$ cat src/rtl/apre_pkg.sv
package apre_pkg;
    typedef enum logic [1:0] {
        OP_ACT = 2'd0,
        OP_RD  = 2'd1,
        OP_WR  = 2'd2,
        OP_PRE = 2'd3
    } apre_op_e;

    typedef enum logic [1:0] {
        BK_IDLE   = 2'd0,
        BK_ACTIVE = 2'd1,
        BK_PRECH  = 2'd2
    } bank_st_e;
endpackage

$ cat src/rtl/apre_cmd_dec.sv
module apre_cmd_dec
    import apre_pkg::*;
#(
    parameter int NUM_BANKS = 4,
    parameter int BANK_W    = $clog2(NUM_BANKS)
) (
    input  logic                 cmd_valid,
    input  logic [1:0]           cmd_op,
    input  logic [BANK_W-1:0]    cmd_bank,
    output logic [NUM_BANKS-1:0] act_o,
    output logic [NUM_BANKS-1:0] rd_o,
    output logic [NUM_BANKS-1:0] wr_o,
    output logic [NUM_BANKS-1:0] pre_o
);
    always_comb begin
        act_o = '0;
        rd_o  = '0;
        wr_o  = '0;
        pre_o = '0;
        for (int b = 0; b < NUM_BANKS; b++) begin
            if (cmd_valid && (cmd_bank == BANK_W'(b))) begin
                act_o[b] = (cmd_op == OP_ACT);
                rd_o[b]  = (cmd_op == OP_RD);
                wr_o[b]  = (cmd_op == OP_WR);
                pre_o[b] = (cmd_op == OP_PRE);
            end
        end
    end
endmodule

$ cat src/rtl/apre_bank.sv
module apre_bank
    import apre_pkg::*;
#(
    parameter int CFG_W = 4
) (
    input  logic             clk,
    input  logic             rst_n,
    input  logic             act_i,
    input  logic             rd_i,
    input  logic             wr_i,
    input  logic             pre_i,
    input  logic             apre_i,
    input  logic [CFG_W-1:0] cfg_wl,
    input  logic [CFG_W-1:0] cfg_bl,
    input  logic [CFG_W-1:0] cfg_twr,
    input  logic [CFG_W-1:0] cfg_tras,
    input  logic [CFG_W-1:0] cfg_trp,
    output logic [1:0]       state_o,
    output logic             pre_start_o,
    output logic             act_err_o
);
    localparam int SUM_W = CFG_W + 2;

    typedef struct packed {
        bank_st_e         st;
        logic             pend;
        logic [CFG_W-1:0] ras_left;
        logic [SUM_W-1:0] burst_left;
        logic [CFG_W-1:0] rp_left;
        logic             pre_start;
        logic             act_err;
    } bank_reg_t;

    bank_reg_t r_d, r_q;

    logic [SUM_W-1:0] wr_span, rd_span, burst_dec, burst_load;
    logic [CFG_W-1:0] tras_m1, trp_m1;
    logic             auto_go;

    always_comb begin
        wr_span = SUM_W'(cfg_wl) + SUM_W'(cfg_bl) + SUM_W'(cfg_twr);
        rd_span = SUM_W'(cfg_bl);
        tras_m1 = (cfg_tras == '0) ? '0 : cfg_tras - CFG_W'(1);
        trp_m1  = (cfg_trp == '0) ? '0 : cfg_trp - CFG_W'(1);
        burst_dec = (r_q.burst_left == '0) ? '0 : r_q.burst_left - SUM_W'(1);
        burst_load = wr_i ? wr_span : rd_span;
        burst_load = (burst_load == '0) ? '0 : burst_load - SUM_W'(1);
        auto_go = (r_q.st == BK_ACTIVE) && r_q.pend &&
                  (r_q.burst_left == '0) && (r_q.ras_left == '0);

        r_d            = r_q;
        r_d.pre_start  = 1'b0;
        r_d.act_err    = 1'b0;
        r_d.burst_left = burst_dec;
        if (r_q.ras_left != '0) r_d.ras_left = r_q.ras_left - CFG_W'(1);

        unique case (r_q.st)
            BK_IDLE: begin
                if (act_i) begin
                    r_d.st         = BK_ACTIVE;
                    r_d.ras_left   = tras_m1;
                    r_d.pend       = 1'b0;
                    r_d.burst_left = '0;
                end
            end
            BK_ACTIVE: begin
                r_d.act_err = act_i;
                if (pre_i || auto_go) begin
                    r_d.st        = BK_PRECH;
                    r_d.pre_start = 1'b1;
                    r_d.pend      = 1'b0;
                    r_d.rp_left   = trp_m1;
                end else if (rd_i || wr_i) begin
                    // a shorter read never cuts a pending write recovery
                    if (burst_load > burst_dec) r_d.burst_left = burst_load;
                    r_d.pend = r_q.pend | apre_i;
                end
            end
            BK_PRECH: begin
                r_d.act_err = act_i;
                if (r_q.rp_left == '0) r_d.st = BK_IDLE;
                else r_d.rp_left = r_q.rp_left - CFG_W'(1);
            end
            default: r_d.st = BK_IDLE;
        endcase
    end

    always_ff @(posedge clk) begin
        if (!rst_n) r_q <= '0;
        else        r_q <= r_d;
    end

    assign state_o     = r_q.st;
    assign pre_start_o = r_q.pre_start;
    assign act_err_o   = r_q.act_err;

    AST_NOFLAG_STAYS_OPEN: assert property (@(posedge clk) disable iff (!rst_n)
        (r_q.st == BK_ACTIVE && !r_q.pend && !pre_i) |=> (r_q.st == BK_ACTIVE));
    AST_NO_REOPEN_FROM_PRECH: assert property (@(posedge clk) disable iff (!rst_n)
        (r_q.st == BK_PRECH) |=> (r_q.st != BK_ACTIVE));
    AST_LOCKOUT_HELD: assert property (@(posedge clk) disable iff (!rst_n)
        (r_q.pre_start && !$past(pre_i)) |-> ($past(r_q.ras_left) == '0 && $past(r_q.burst_left) == '0));
    AST_PRE_SINGLE_PULSE: assert property (@(posedge clk) disable iff (!rst_n)
        r_q.pre_start |=> !r_q.pre_start);
endmodule

$ cat src/rtl/apre_sched.sv
module apre_sched
    import apre_pkg::*;
#(
    parameter int NUM_BANKS = 4,
    parameter int CFG_W     = 4,
    localparam int BANK_W   = $clog2(NUM_BANKS)
) (
    input  logic                   clk,
    input  logic                   rst_n,
    input  logic                   cmd_valid,
    input  logic [1:0]             cmd_op,
    input  logic [BANK_W-1:0]      cmd_bank,
    input  logic                   cmd_apre,
    input  logic [CFG_W-1:0]       cfg_wl,
    input  logic [CFG_W-1:0]       cfg_bl,
    input  logic [CFG_W-1:0]       cfg_twr,
    input  logic [CFG_W-1:0]       cfg_tras,
    input  logic [CFG_W-1:0]       cfg_trp,
    output logic [NUM_BANKS-1:0]   pre_start,
    output logic [2*NUM_BANKS-1:0] bank_state,
    output logic                   act_err
);
    logic [NUM_BANKS-1:0] act_s, rd_s, wr_s, pre_s, err_s;

    apre_cmd_dec #(.NUM_BANKS(NUM_BANKS), .BANK_W(BANK_W)) u_dec (
        .cmd_valid (cmd_valid),
        .cmd_op    (cmd_op),
        .cmd_bank  (cmd_bank),
        .act_o     (act_s),
        .rd_o      (rd_s),
        .wr_o      (wr_s),
        .pre_o     (pre_s)
    );

    for (genvar b = 0; b < NUM_BANKS; b++) begin : g_bank
        apre_bank #(.CFG_W(CFG_W)) u_bank (
            .clk         (clk),
            .rst_n       (rst_n),
            .act_i       (act_s[b]),
            .rd_i        (rd_s[b]),
            .wr_i        (wr_s[b]),
            .pre_i       (pre_s[b]),
            .apre_i      (cmd_apre),
            .cfg_wl      (cfg_wl),
            .cfg_bl      (cfg_bl),
            .cfg_twr     (cfg_twr),
            .cfg_tras    (cfg_tras),
            .cfg_trp     (cfg_trp),
            .state_o     (bank_state[2*b +: 2]),
            .pre_start_o (pre_start[b]),
            .act_err_o   (err_s[b])
        );
    end

    assign act_err = |err_s;

    AST_ERR_NEEDS_ACTIVATE: assert property (@(posedge clk) disable iff (!rst_n)
        act_err |-> $past(cmd_valid && cmd_op == OP_ACT));
endmodule

$ cat config.mk
export PLATFORM = sky130hd
export DESIGN_NAME = apre_sched
export DESIGN_NICKNAME = d
export VERILOG_FILES = /design/src/rtl/apre_pkg.sv /design/src/rtl/apre_cmd_dec.sv /design/src/rtl/apre_bank.sv /design/src/rtl/apre_sched.sv
export SDC_FILE = /design/constraint.sdc
export NUM_CORES = 1
export LEC_CHECK = 0
export BUFFER_PORTS_ARGS = -buffer_cell sky130_fd_sc_hd__buf_2
export CELL_PAD_IN_SITES_DETAIL_PLACEMENT = 1
export CELL_PAD_IN_SITES_GLOBAL_PLACEMENT = 1
export CORE_MARGIN = 4
export CORE_UTILIZATION = 50
export CTS_CLUSTER_DIAMETER = 120
export DETAILED_ROUTE_END_ITERATION = 6
export GPL_ROUTABILITY_DRIVEN = 0
export PLACE_DENSITY_LB_ADDON = 0.1
export SLEW_MARGIN = 20
export SYNTH_ARGS = -nofsm -noshare
export SYNTH_HDL_FRONTEND = slang
export SYNTH_SLANG_ARGS = --single-unit
$ cat constraint.sdc
create_clock -name clk -period 10.8 [get_ports clk]
set_input_delay 3.24 -clock clk [delete_from_list [all_inputs] [get_ports clk]]
set_output_delay 3.24 -clock clk [all_outputs]
set_load 0.005 [all_outputs]
==> key figures <==
Synth
  • Syn Nets: 932
  • Top cells by count, synth: 98 x nor2_1, 76 x dfxtp_1, 69 x ha_1, 60 x inv_1, 52 x nand2_1
  • Distinct cells, synth: 70
  • Sequential area share after synthesis: between 20% and 30%
  • Synthesized-area fraction occupied by adder cells: ~14%
  • Post-synth top area share: between 20% and 30%
  • Number of synthesis warnings: 0
  • Count leader, synth: nor2_1
  • Mux contribution to synthesized area: roughly 4.3%
  • EDFF count, synth: 0
  • Leading area contributor after synthesis: dfxtp_1
  • Cells after Synth: roughly 830
  • Compound-gate portion of the synthesized area: a little under a quarter
  • Cell Area, Synth: 0.00641 mm²
  • FF+latch count, synth: between 70 and 80
  • Largest family of logic cells by synthesized area: compound AO/OA/AOI/OAI gates
  • Synth area leaders: dfxtp_1 24%, ha_1 13%, nor2_1 5.7%, o21ai_0 4.0%, mux2i_1 3.7%
  • Simple-Gate Fraction of Synth Area: a little under a quarter
  • Synth Area in XOR/XNOR: slightly above 4%
  • Asr flop ratio synth: 0%
  • Top_reg_cell synth: dfxtp_1
  • Avg Inst Size Synth: roughly 7.7 µm²

Worst setup path
  • Slowest library cell on the worst path: a2111oi_0
  • Critical path, cell by cell: buf_2, ha_1, inv_1, fa_1, inv_1, fa_1, xnor2_1, o211ai_1, a2111oi_0, o21a_1, nor2_1, ha_1, and4_1, a311o_1, o31a_1, o21ai_0, o22ai_1
  • Worst Setup Path Type: in2reg
  • Arrival time worst endpoint: between 8 and 9 ns
  • Critical path endpoint category: flip-flop
  • Bufs and invs on worst path: 3
  • Critical Path Source Type: primary input
  • Worst Path Max Fanout: 7
  • Critical path's top delay family: compound AO/OA/AOI/OAI gates
  • Data required time of the worst path: ~11 ns
  • Slowest stage delay, CP: about 0.63 ns

Clock tree
  • H-Tree Depth: 3
  • Root Driver: clkbuf_16
  • Reg clk slew, reported paths: about 0.060 ns
  • Max clock buf depth: 2
  • Clk Latency, worst-skew pair: approximately 0.35 ns
  • TritonCTS clock tree: built
  • Post-CTS Setup Bufs: 0
  • Total CTS buffers: 9
  • # clock sinks: 76
  • CTS resizes: 0
  • Hold buffers post-CTS: 0

Routing
  • Vias/cell: approximately 6.2
  • Iter 0 DRT Violations: between 300 and 400
  • Final ANT Viol Nets: 0
  • Drc violations: 0
  • Pre-Repair DR Iteration Count: 5
  • WL final: 19,600 µm
  • Vias: about 6,300
  • Wire per inst: about 19 µm

Timing
  • Final count of pins violating max slew: 0
  • Crit path time final: just over 8 ns
  • Final hold vios: 0
  • F_max: 0.121 GHz
  • Setup TNS: 0 ns
  • RSZ-0062 raised after global routing: false
  • Crit share post-route: approximately 77%
  • Layout Skew: between 0.009 and 0.01 ns
  • Rel. slew slack: approximately 28%
  • Worst-margin pin slew: between 1 and 1.5 ns
  • Final setup viols: 0

Floorplanning
  • DIE AREA: around 0.015 mm²
  • I/O pin cnt: 41
  • Starting Density: 51.0%
  • Die H: approximately 120 µm
  • Core footprint: 0.0126 mm²
  • Row Count: a little over 40
  • Die extent in x: approximately 120 µm

Power and ir drop
  • PwrDens: around 220 mW/mm²
  • Peak supply drop: around 0.11 mV
  • Part of the power in registers: 25.8%
  • Psw: ~0.64 mW
  • Clock power frac: 21.8%
  • Static Leak: ~3 nW
  • Switching share of power: a little over two fifths
  • Comb power frac: 52.5%
  • Int Pwr: 0.872 mW
  • Total power: between 1.5 and 2 mW

GRT
  • Largest net degree at the start of global routing: 27
  • Global route total overflow: 0
  • Number of antenna violations at the first check in global routing: 0
  • GRT Total Usage: a little over a quarter
  • Vias in the first global route: between 6,000 and 7,000
  • First-pass GRT wire length: ~32,000 µm

Run
  • Maxcap violations: 0

Layout
  • Post-layout nets: around 950
  • Area Overhead vs Synth: 8.59%
  • Ant. Diodes: 0
  • Layout cells sized above 1: 9.15%

Place
  • Post-DP HPWL: 14,900 µm
  • IO buf count: 40

Min path
  • Hold Crit Class: reg2reg

Status
  • Status: finished, final reports clean
## layer usage
metal  global-route usage, %  up-vias  wire [µm]  part of all wire (%)
li1                        -     3037          -                     -
met1                    33.4     3128       8870                    45
met2                    47.6      128       9570                    49
met3                    3.87       49        608                   3.1
met4                    11.7        0        578                   2.9
met5                       0        -          0                     0
## cells in the final DEF (no fill, tap or decap), drive strengths merged, types with 8 or more instances in the layout
cell | synthesis | layout
nor2 | 98 | 98
o32ai | 8 | 8
or3 | 8 | 8
a21oi | 47 | 47
o21a | 8 | 8
nand2b | 18 | 18
buf | 17 | 42
a21o | 13 | 13
nor3 | 42 | 42
xor2 | 17 | 17
a211oi | 14 | 14
xnor2 | 13 | 13
clkbuf | 21 | 11
nor2b | 10 | 10
nand3 | 30 | 30
o22ai | 13 | 13
nand2 | 52 | 52
dfxtp | 76 | 76
o31ai | 9 | 9
mux2i | 24 | 24
o21ai | 51 | 51
ha | 69 | 69
inv | 60 | 60
## logic make-up after synthesis
logic type	after synthesis
adders and majority gates	71
DFF	76
AOI/OAI and AO/OA	224
and+or+nand+nor	307
buffers and inverters	98
muxes	27
xor gates and xnor gates	30
## per-stage QoR
stage                     cells  utilization, %  area (µm²)  worst slack (ns)  hold slack (ns)
after global routing       1024            55.4        6960              2.31            0.534
final                      1024            55.4        6960              2.53            0.494
after CTS                  1024            55.4        6960              2.67            0.507
after global placement     1009            52.8        6640              2.63            0.470
after detailed placement   1009            52.8        6640              2.37            0.497
after floorplan             833               -        6410              3.29            0.458
## power by group through the flow
| stage | registers (mW) | logic [mW] | clock network (mW) |
|---|---|---|---|
| floorplan | 0.381 | 0.593 | 0 |
| global placement | 0.389 | 0.727 | 0 |
| detailed placement | 0.394 | 0.781 | 0 |
| CTS | 0.389 | 0.793 | 0.336 |
| global route | 0.398 | 0.891 | 0.348 |
| finish | 0.390 | 0.794 | 0.329 |
## worst paths after layout
path,start,endpoint,slack (ns),depth (start not counted)
max,cfg_bl[0],g_bank[1].u_bank.r_q[9],2.53,17
min,g_bank[3].u_bank.r_q[2],g_bank[3].u_bank.r_q[2],0.49,2
max reg2reg,g_bank[3].u_bank.r_q[6],g_bank[3].u_bank.r_q[10],7.47,12
min reg2reg,g_bank[3].u_bank.r_q[2],g_bank[3].u_bank.r_q[2],0.49,2
## state kept, by name, indices dropped and copies added, names as in the netlist
name,count
g_bank.u_bank.r_q,60
g_bank.u_bank.state_o,8
g_bank.u_bank.pre_start_o,4
g_bank.u_bank.act_err_o,4
## layout make-up
cell class              instances  area [µm²]
clock buffers                  11         243
clock inverters                 4        73.8
fillers                      1613        5610
inverters                      60         225
multi-input cells             659        4460
flip-flops and latches         76        1520
well taps                     172         215
repair buffers                 42         215
## worst reg2reg max path: cells and delay by family (launching register included)
family | cells | cell delay [ns]
AO/OA/AOI/OAI | 5 | 1.39
buffers and inverters | 1 | 0.07
AND/OR/NAND/NOR | 4 | 0.98
flip-flops | 1 | 0.34
adder cells (fa/ha/maj) | 2 | 0.40
(Power assumes the default switching activity.)
